--- src/rtl/pwm_group_pkg.sv ---
package pwm_group_pkg;
  parameter int CH_N = 4;
  parameter int WORD_W = 16;
  localparam int LANES = WORD_W / 8;
  localparam int STAT_ADDR = 2 * CH_N;
  localparam int START_ADDR = 2 * CH_N + 1;
  localparam int ADDR_W = $clog2(2 * CH_N + 2);

  typedef logic [WORD_W-1:0] word_t;

  typedef struct packed {
    logic [CH_N-1:0] ldCycle;
    logic [CH_N-1:0] ldBuffer;
    logic [CH_N-1:0] tick;
    word_t           data;
  } strobe_t;
endpackage

--- src/rtl/pwm_group_dp.sv ---
module pwm_group_dp
  import pwm_group_pkg::*;
(
  input  logic                  clk,
  input  logic                  rstN,
  input  strobe_t               stb,
  output word_t [CH_N-1:0]      cycleQ,
  output word_t [CH_N-1:0]      bufferQ,
  output logic  [CH_N-1:0]      matchHit,
  output logic  [CH_N-1:0]      pwmOut
);
  for (genvar g = 0; g < CH_N; g++) begin : gCh
    word_t cycleReg, bufferReg, dutyReg, cnt;
    logic  outReg, hit;

    assign hit = stb.tick[g] && (cnt == cycleReg);

    always_ff @(posedge clk) begin
      if (!rstN) begin
        cycleReg  <= '1;
        bufferReg <= '1;
        dutyReg   <= '1;
        cnt       <= '0;
        outReg    <= 1'b1;
      end else begin
        if (stb.ldCycle[g])  cycleReg  <= stb.data;
        if (stb.ldBuffer[g]) bufferReg <= stb.data;
        if (stb.tick[g]) begin
          if (hit) begin
            cnt     <= '0;
            dutyReg <= bufferReg;
            outReg  <= |bufferReg;
          end else begin
            cnt <= cnt + 1'b1;
            if ((dutyReg != '0) && (cnt == dutyReg)) outReg <= 1'b0;
          end
        end
      end
    end

    assign cycleQ[g]   = cycleReg;
    assign bufferQ[g]  = bufferReg;
    assign matchHit[g] = hit;
    assign pwmOut[g]   = outReg;
  end
endmodule

--- src/rtl/pwm_group_ctl.sv ---
module pwm_group_ctl
  import pwm_group_pkg::*;
(
  input  logic              clk,
  input  logic              rstN,
  input  logic              countEn,
  input  logic [ADDR_W-1:0] busAddr,
  input  logic              busWrite,
  input  logic              busRead,
  input  logic [LANES-1:0]  busByteEn,
  input  word_t             busWdata,
  input  word_t [CH_N-1:0]  cycleQ,
  input  word_t [CH_N-1:0]  bufferQ,
  input  logic  [CH_N-1:0]  matchHit,
  output strobe_t           stb,
  output logic  [CH_N-1:0]  flagQ,
  output word_t             busRdata
);
  logic [CH_N-1:0] startQ, armedQ, clrMask, readArm;
  logic fullWr, statWr, startWr, statRd;

  assign fullWr  = busWrite && (&busByteEn);
  assign statWr  = fullWr && (busAddr == ADDR_W'(STAT_ADDR));
  assign startWr = fullWr && (busAddr == ADDR_W'(START_ADDR));
  assign statRd  = busRead && (busAddr == ADDR_W'(STAT_ADDR));
  assign clrMask = statWr ? (armedQ & ~busWdata[CH_N-1:0]) : '0;
  assign readArm = statRd ? flagQ : '0;

  always_comb begin
    stb.data = busWdata;
    stb.tick = startQ & {CH_N{countEn}};
    for (int i = 0; i < CH_N; i++) begin
      stb.ldCycle[i]  = fullWr && (busAddr == ADDR_W'(i));
      stb.ldBuffer[i] = fullWr && (busAddr == ADDR_W'(CH_N + i));
    end
  end

  always_ff @(posedge clk) begin
    if (!rstN) begin
      startQ <= '0;
      flagQ  <= '0;
      armedQ <= '0;
    end else begin
      if (startWr) startQ <= busWdata[CH_N-1:0];
      flagQ  <= (flagQ & ~clrMask) | matchHit;
      armedQ <= (armedQ | readArm) & ~clrMask;
    end
  end

  always_comb begin
    busRdata = '0;
    for (int i = 0; i < CH_N; i++) begin
      if (busAddr == ADDR_W'(i))        busRdata = cycleQ[i];
      if (busAddr == ADDR_W'(CH_N + i)) busRdata = bufferQ[i];
    end
    if (busAddr == ADDR_W'(STAT_ADDR))  busRdata = WORD_W'(flagQ);
    if (busAddr == ADDR_W'(START_ADDR)) busRdata = WORD_W'(startQ);
  end
endmodule

--- src/rtl/pwm_group.sv ---
module pwm_group
  import pwm_group_pkg::*;
(
  input  logic              clk,
  input  logic              rstN,
  input  logic              countEn,
  input  logic [ADDR_W-1:0] busAddr,
  input  logic              busWrite,
  input  logic              busRead,
  input  logic [LANES-1:0]  busByteEn,
  input  logic [WORD_W-1:0] busWdata,
  output logic [WORD_W-1:0] busRdata,
  output logic [CH_N-1:0]   pwmOut
);
  strobe_t          stb;
  word_t [CH_N-1:0] cycleQ, bufferQ;
  logic  [CH_N-1:0] matchHit, flagQ;

  pwm_group_ctl u_ctl (
    .clk(clk), .rstN(rstN), .countEn(countEn), .busAddr(busAddr),
    .busWrite(busWrite), .busRead(busRead), .busByteEn(busByteEn),
    .busWdata(busWdata), .cycleQ(cycleQ), .bufferQ(bufferQ),
    .matchHit(matchHit), .stb(stb), .flagQ(flagQ), .busRdata(busRdata)
  );

  pwm_group_dp u_dp (
    .clk(clk), .rstN(rstN), .stb(stb), .cycleQ(cycleQ),
    .bufferQ(bufferQ), .matchHit(matchHit), .pwmOut(pwmOut)
  );
endmodule

--- config.mk ---
export PLATFORM = sky130hd
export DESIGN_NAME = pwm_group
export DESIGN_NICKNAME = d
export VERILOG_FILES = /design/src/rtl/pwm_group_pkg.sv /design/src/rtl/pwm_group_dp.sv /design/src/rtl/pwm_group_ctl.sv /design/src/rtl/pwm_group.sv
export SDC_FILE = /design/constraint.sdc
export NUM_CORES = 1
export LEC_CHECK = 0
export BUFFER_PORTS_ARGS = -buffer_cell sky130_fd_sc_hd__buf_4
export CORE_ASPECT_RATIO = 1.5
export CORE_MARGIN = 10
export CORE_UTILIZATION = 55
export DETAILED_ROUTE_END_ITERATION = 16
export HOLD_SLACK_MARGIN = 0.15
export PLACE_DENSITY = 0.72
export SLEW_MARGIN = 20
export SYNTH_ARGS = -nofsm -noshare
export SYNTH_HDL_FRONTEND = slang
export SYNTH_HIERARCHICAL = 1
export SYNTH_SLANG_ARGS = --single-unit
--- constraint.sdc ---
create_clock -name clk -period 3.85 [get_ports clk]
set_input_delay 0.1925 -clock clk [delete_from_list [all_inputs] [get_ports clk]]
set_output_delay 0.1925 -clock clk [all_outputs]
set_load 0.05 [all_outputs]
# After elaboration in Yosys (flattened, before gate mapping)
# Cells that the tools add are included.
[totals] reg_bits=272 input_bits=27 wordCells=118
[op_classes] reduce_logical=42 addsub=4 muxes=24 n_eq_ne=17 bitwise=8
[op_table] op="16-bit 2-to-1 mux" n=14
[op_table] op="16-bit equality test" n=8
[op_table] op="16-bit by 1-bit adder with 16-bit output, second input constant" n=4
[op_table] op="16-bit nonzero test" n=4
[op_table] op="16-bit OR reduction" n=4
[op_table] op="1-bit logical AND" n=20
[op_table] op="2-bit AND reduction" n=9
[op_table] op="4-bit AND" n=4
[op_table] op="4-bit by 3-bit equality test with 1-bit output, second input constant" n=4
[op_table] op="4-bit by 2-bit equality test with 1-bit output, second input constant" n=2
[op_table] op="4-bit equality test, second input constant" n=2
[op_table] op="1-bit 2-to-1 mux" n=8
[op_table] op="4-bit 2-to-1 mux" n=2
[op_table] op="4-bit inverter" n=2
[op_table] op="4-bit OR" n=2
[op_table] op="2-bit nonzero test" n=4
[op_table] op="4-bit by 1-bit equality test with 1-bit output, second input constant" n=1
[op_table] op="4-bit logical NOT" n=1

# Logic depth before layout (Yosys ltp)
[logic_depth] depth_word=11 ltp_mapped=9

# Hierarchy
# The synthesis kept the hierarchy.
[modules_own_cells] module="pwm_group_dp" cells_per_inst=1239 area_per_inst_um2=11653.7 instances=1
[modules_own_cells] module="pwm_group_ctl" cells_per_inst=284 area_per_inst_um2=2095.8 instances=1

# Worst setup path before layout
# No wires, ideal clock.
[synth_timing] kind="in2reg" start="input port busAddr[3]" end="register u_dp.gCh[2].bufferReg[13]" n_path_buf=3 path_slack_ns=1.710 required_time_ns=3.721 stages=8 t_arrival_ns=2.011 cell_sequence="and2b_1 > and3b_1 > buf_2 > and2_1 > clkbuf_1 > buf_1 > mux2i_1 > nand2_1"
[synth_rtl] item="from (decl)" line_no="pwm_group.sv:7" rtl="input logic [ADDR_W-1:0] busAddr,"
[synth_rtl] item="to (signal assigned)" line_no="pwm_group_dp.sv:27" rtl="if (stb.ldBuffer[g]) bufferReg <= stb.data;"
[synth_rtl] item="to (decl)" line_no="pwm_group_dp.sv:13" rtl="word_t cycleReg, bufferReg, dutyReg, cnt;"

# Final worst setup path
[layout_timing] start="register u_dp.gCh[0].bufferReg[14]" end="output port busRdata[14]"
[layout_via] elab_chain_cells=9
[layout_lines] item="from (decl)" line_no="pwm_group_dp.sv:13"
[layout_lines] item="from (signal assigned)" line_no="pwm_group_dp.sv:27"
[layout_lines] item="16-bit 2-to-1 mux" line_no="pwm_group_ctl.sv:54" rtl="if (busAddr == ADDR_W'(CH_N + i)) busRdata = bufferQ[i];"
[layout_lines] item="16-bit 2-to-1 mux" line_no="pwm_group_ctl.sv:53" rtl="if (busAddr == ADDR_W'(i)) busRdata = cycleQ[i];"
[layout_lines] item="16-bit 2-to-1 mux" line_no="pwm_group_ctl.sv:54"
[layout_lines] item="16-bit 2-to-1 mux" line_no="pwm_group_ctl.sv:53"
[layout_lines] item="16-bit 2-to-1 mux" line_no="pwm_group_ctl.sv:54"
[layout_lines] item="16-bit 2-to-1 mux" line_no="pwm_group_ctl.sv:53"
[layout_lines] item="16-bit 2-to-1 mux" line_no="pwm_group_ctl.sv:54"
[layout_lines] item="16-bit 2-to-1 mux" line_no="pwm_group_ctl.sv:56" rtl="if (busAddr == ADDR_W'(STAT_ADDR)) busRdata = WORD_W'(flagQ);"
[layout_lines] item="16-bit 2-to-1 mux" line_no="pwm_group_ctl.sv:57" rtl="if (busAddr == ADDR_W'(START_ADDR)) busRdata = WORD_W'(startQ);"
[layout_lines] item="to (decl)" line_no="pwm_group.sv:12" rtl="output logic [WORD_W-1:0] busRdata,"
# No other way between the ends.

==> results.toml <==
[clock_tree]
cts_buffers = 27
cts_buffer_depth = 3
cts_resized = 0
root_buffer = "clkbuf_16"
cts.sinks = 272
cts_tree = "done"
h-tree-depth = 1
clk_pin_slew_worst_paths_ns = 0.06
insertion_delay_ns = 0.54
postCtsSetupRepairBufs = 0

[logic_synthesis]
yosys_warnings = 6
synth_ff_type = "dfxtp_1"
synth_top_family_by_area = "simple AND/OR/NAND/NOR gates"
syn_area_um2 = 13700
yosysSeqAreaShare_pct = 39.6
synth-async-reset-ratio_pct = 0
synth-seq-cells = 272
yosysUniqueCellTypes = 64
synth_xor_area_share_pct = 11.9
synth_mux_area_share_pct = 16.8
synth_cells = 1523
synth_edf_count = 0
synth-compound-area-share_pct = 6.14
synth.avg_cell_area_um2 = 9.03
syn_nets = 1554
synthSimpleGateAreaFrac_pct = 19.5
synth_adder_area_share_pct = 0.364

[job]
timing.max_cap.violations = 0

[min_path]
hold_depth = 4
hold_end = "u_dp/gCh[1].cnt[1]"
holdCritStartpoint = "countEn"
hold_path_class = "in -> reg"

[timing]
hold_viol = 0
setup_viol = 0
rsz0062_at_grt = "false"
drv_slew = 0
fmax_mhz = 371
min_period_ns = 2.69
fin_setup_tns_ns = 0
slew_headroom_pct = 23.7
worst_pin_slew_ns = 1.14
fin_skew_ns = 0.00737
fin_crit_sh_pct = 70.0

[final_layout]
syn2layout_area_growth_pct = 8.61
layout-drive-gt1-share_pct = 8.52
final_common_cell = "dfxtp_1"
antenna_cells = 0
nets = 1515
final_core_utilization_pct = 60.9
most-common-layout-cells = "dfxtp_1 (272), nand2_1 (249), mux2i_1 (219)"

[detailed_routing]
viasPerCell = 5.90
avgRoutedWirePerCell_um = 22.0
drt_iter0_markers = 1003
vias = 10785
first_pass_iters = 6
route.detailed.drc = 0
routed_wl_mm = 40.1
antenna_left = 0

[die]
initial_core_util_pct = 56.1
pin_count = 47
die_area_um2 = 31900
die-height_um = 214
die_w_um = 149
core_um2 = 24500
rows = 70

[grt]
grt_pass1_vias = 10642
grt_pass1_wl_mm = 61.7
grtUsageTotal_pct = 24.7
grt_start_max_net_pins = 69
antenna_found_initial = 0
gr-total-overflow = 0

[setup_path]
ff2ff_path_depth = 7
critPathCaptureType = "primary output"
critPathArrivalTime_ns = 2.50
rr_endpoint = "u_dp/gCh[2].dutyReg[15]"
crit-reg2reg-launch = "u_dp/gCh[2].cnt[9]"
rrSetupSlack_ns = 1.35
critPathRequiredTime_ns = 3.66
critical_path_class = "reg -> out"
cp_max_fo = 4
crit_path_start_kind = "flop"

[outcome]
status = "complete, no violations"

[power_and_ir_drop]
ir_worst_vdd_mv = 0.357
p_leak_nw = 5.52
p_per_area_nw_per_um2 = 395

[placed_design]
port_buffers = 46
gp_congestion = 0.976
dp_hpwl_mm = 28.5
==> metal layers <==
| metal | wire length (um) | vias to the layer above | GRT usage [%] |
|---|---|---|---|
| li1 | - | 5166 | - |
| met1 | 15700 | 5160 | 28.5 |
| met2 | 20000 | 339 | 42.5 |
| met3 | 2090 | 120 | 3.42 |
| met4 | 2350 | 0 | 14.8 |
| met5 | 0 | - | 0 |
==> registers in the layout, indices dropped and copies added (netlist names) <==
signal,count
u_ctl/flagQ,4
u_ctl/startQ,4
u_dp/gCh.cycleReg,64
u_ctl/armedQ,4
u_dp/gCh.dutyReg,64
u_dp/gCh.outReg,4
u_dp/gCh.bufferReg,64
u_dp/gCh.cnt,64
==> logic make-up after synthesis <==
family	count (synthesis)
AND/OR/NAND/NOR	563
adder cells (fa/ha/maj)	4
flip-flops	272
buffers and inverters	150
XOR/XNOR	184
AO/OA/AOI/OAI	120
multiplexers	230
==> cells in the mapped netlist (all sizes together) (3+ instances only) <==
cell type,n,area share [%]
o41a,3,0.25
clkbuf,45,1.3
and2,7,0.32
nor4b,5,0.36
o22ai,14,0.64
xnor2,101,6.7
ha,4,0.36
mux2,11,0.90
o21a,14,0.76
nand4,53,2.5
buf,99,4.2
nand3b,12,0.66
and3,14,0.65
nand2,250,6.8
nor2,103,2.8
nand3,32,1.2
a31oi,14,0.64
mux2i,219,16
xor2,83,5.3
nand2b,12,0.55
a21boi,6,0.33
nor3b,3,0.16
inv,6,0.16
a221o,4,0.29
nor2b,7,0.32
o21ai,14,0.51
dfxtp,272,40
nor4,40,1.9
a21oi,22,0.80
nor3,11,0.44
and4,3,0.19
a22o,13,0.83
==> worst max-delay path, stage by stage (launching register included) <==
cell and delay, ns:
dfxtp_1 0.44, mux2i_1 0.10, a2111oi_1 0.83, a211oi_1 0.15, nor2_1 0.20, buf_4 0.23
==> area by class of cell <==
type | count | area [um^2]
inverter | 6 | 22.5
multi-input combinational | 1101 | 7560
tap | 324 | 405
fill | 2194 | 9590
timing repair buffer | 76 | 622
clock inverter | 12 | 163
clock buffer | 36 | 719
sequential | 272 | 5450
==> how the worst max path moves through the flow <==
stage	startpoint	endpoint	slack, ns	cells after the start
6_report	u_dp/gCh[0].bufferReg[14]	busRdata[14]	1.16	5
5_1_grt	busAddr[0]	busRdata[15]	1.12	6
4_1_cts	u_dp/gCh[0].bufferReg[14]	busRdata[14]	1.23	5
3_5_place_dp	busAddr[2]	u_dp/gCh[2].bufferReg[10]	1.24	6
3_3_place_gp	busAddr[2]	u_dp/gCh[2].bufferReg[13]	1.34	6
2_1_floorplan	busAddr[3]	u_dp/gCh[2].bufferReg[13]	1.71	8
==> report_power, final <==
part | total (W) | switching [W] | internal [W] | leakage, nW
clock | 0.00268 | 0.00111 | 0.00157 | 0.433
sequential | 0.00283 | 0.00000911 | 0.00282 | 2.20
combinational | 0.000387 | 0.000270 | 0.000117 | 2.89
==> timing repair <==
action,CTS,global route
hold endpoints to repair,156,0
hold buffers,19,0
endpoints found under the setup margin,0,0
==> per-stage QoR <==
step / hold WS (ns) / setup WS (ns) / cells / total power [W] / instance area, um^2
2_1_floorplan: 0.332 / 1.71 / 1523 / 0.00315 / 13700
3_3_place_gp: 0.466 / 1.34 / 1760 / 0.00325 / 13900
3_5_place_dp: 0.480 / 1.24 / 1760 / 0.00326 / 13900
4_1_cts: 0.303 / 1.23 / 1827 / 0.00593 / 14900
5_1_grt: 0.355 / 1.12 / 1827 / 0.00606 / 14900
6_report: 0.318 / 1.16 / 1827 / 0.00590 / 14900
Power figures use the tool's default switching activity.
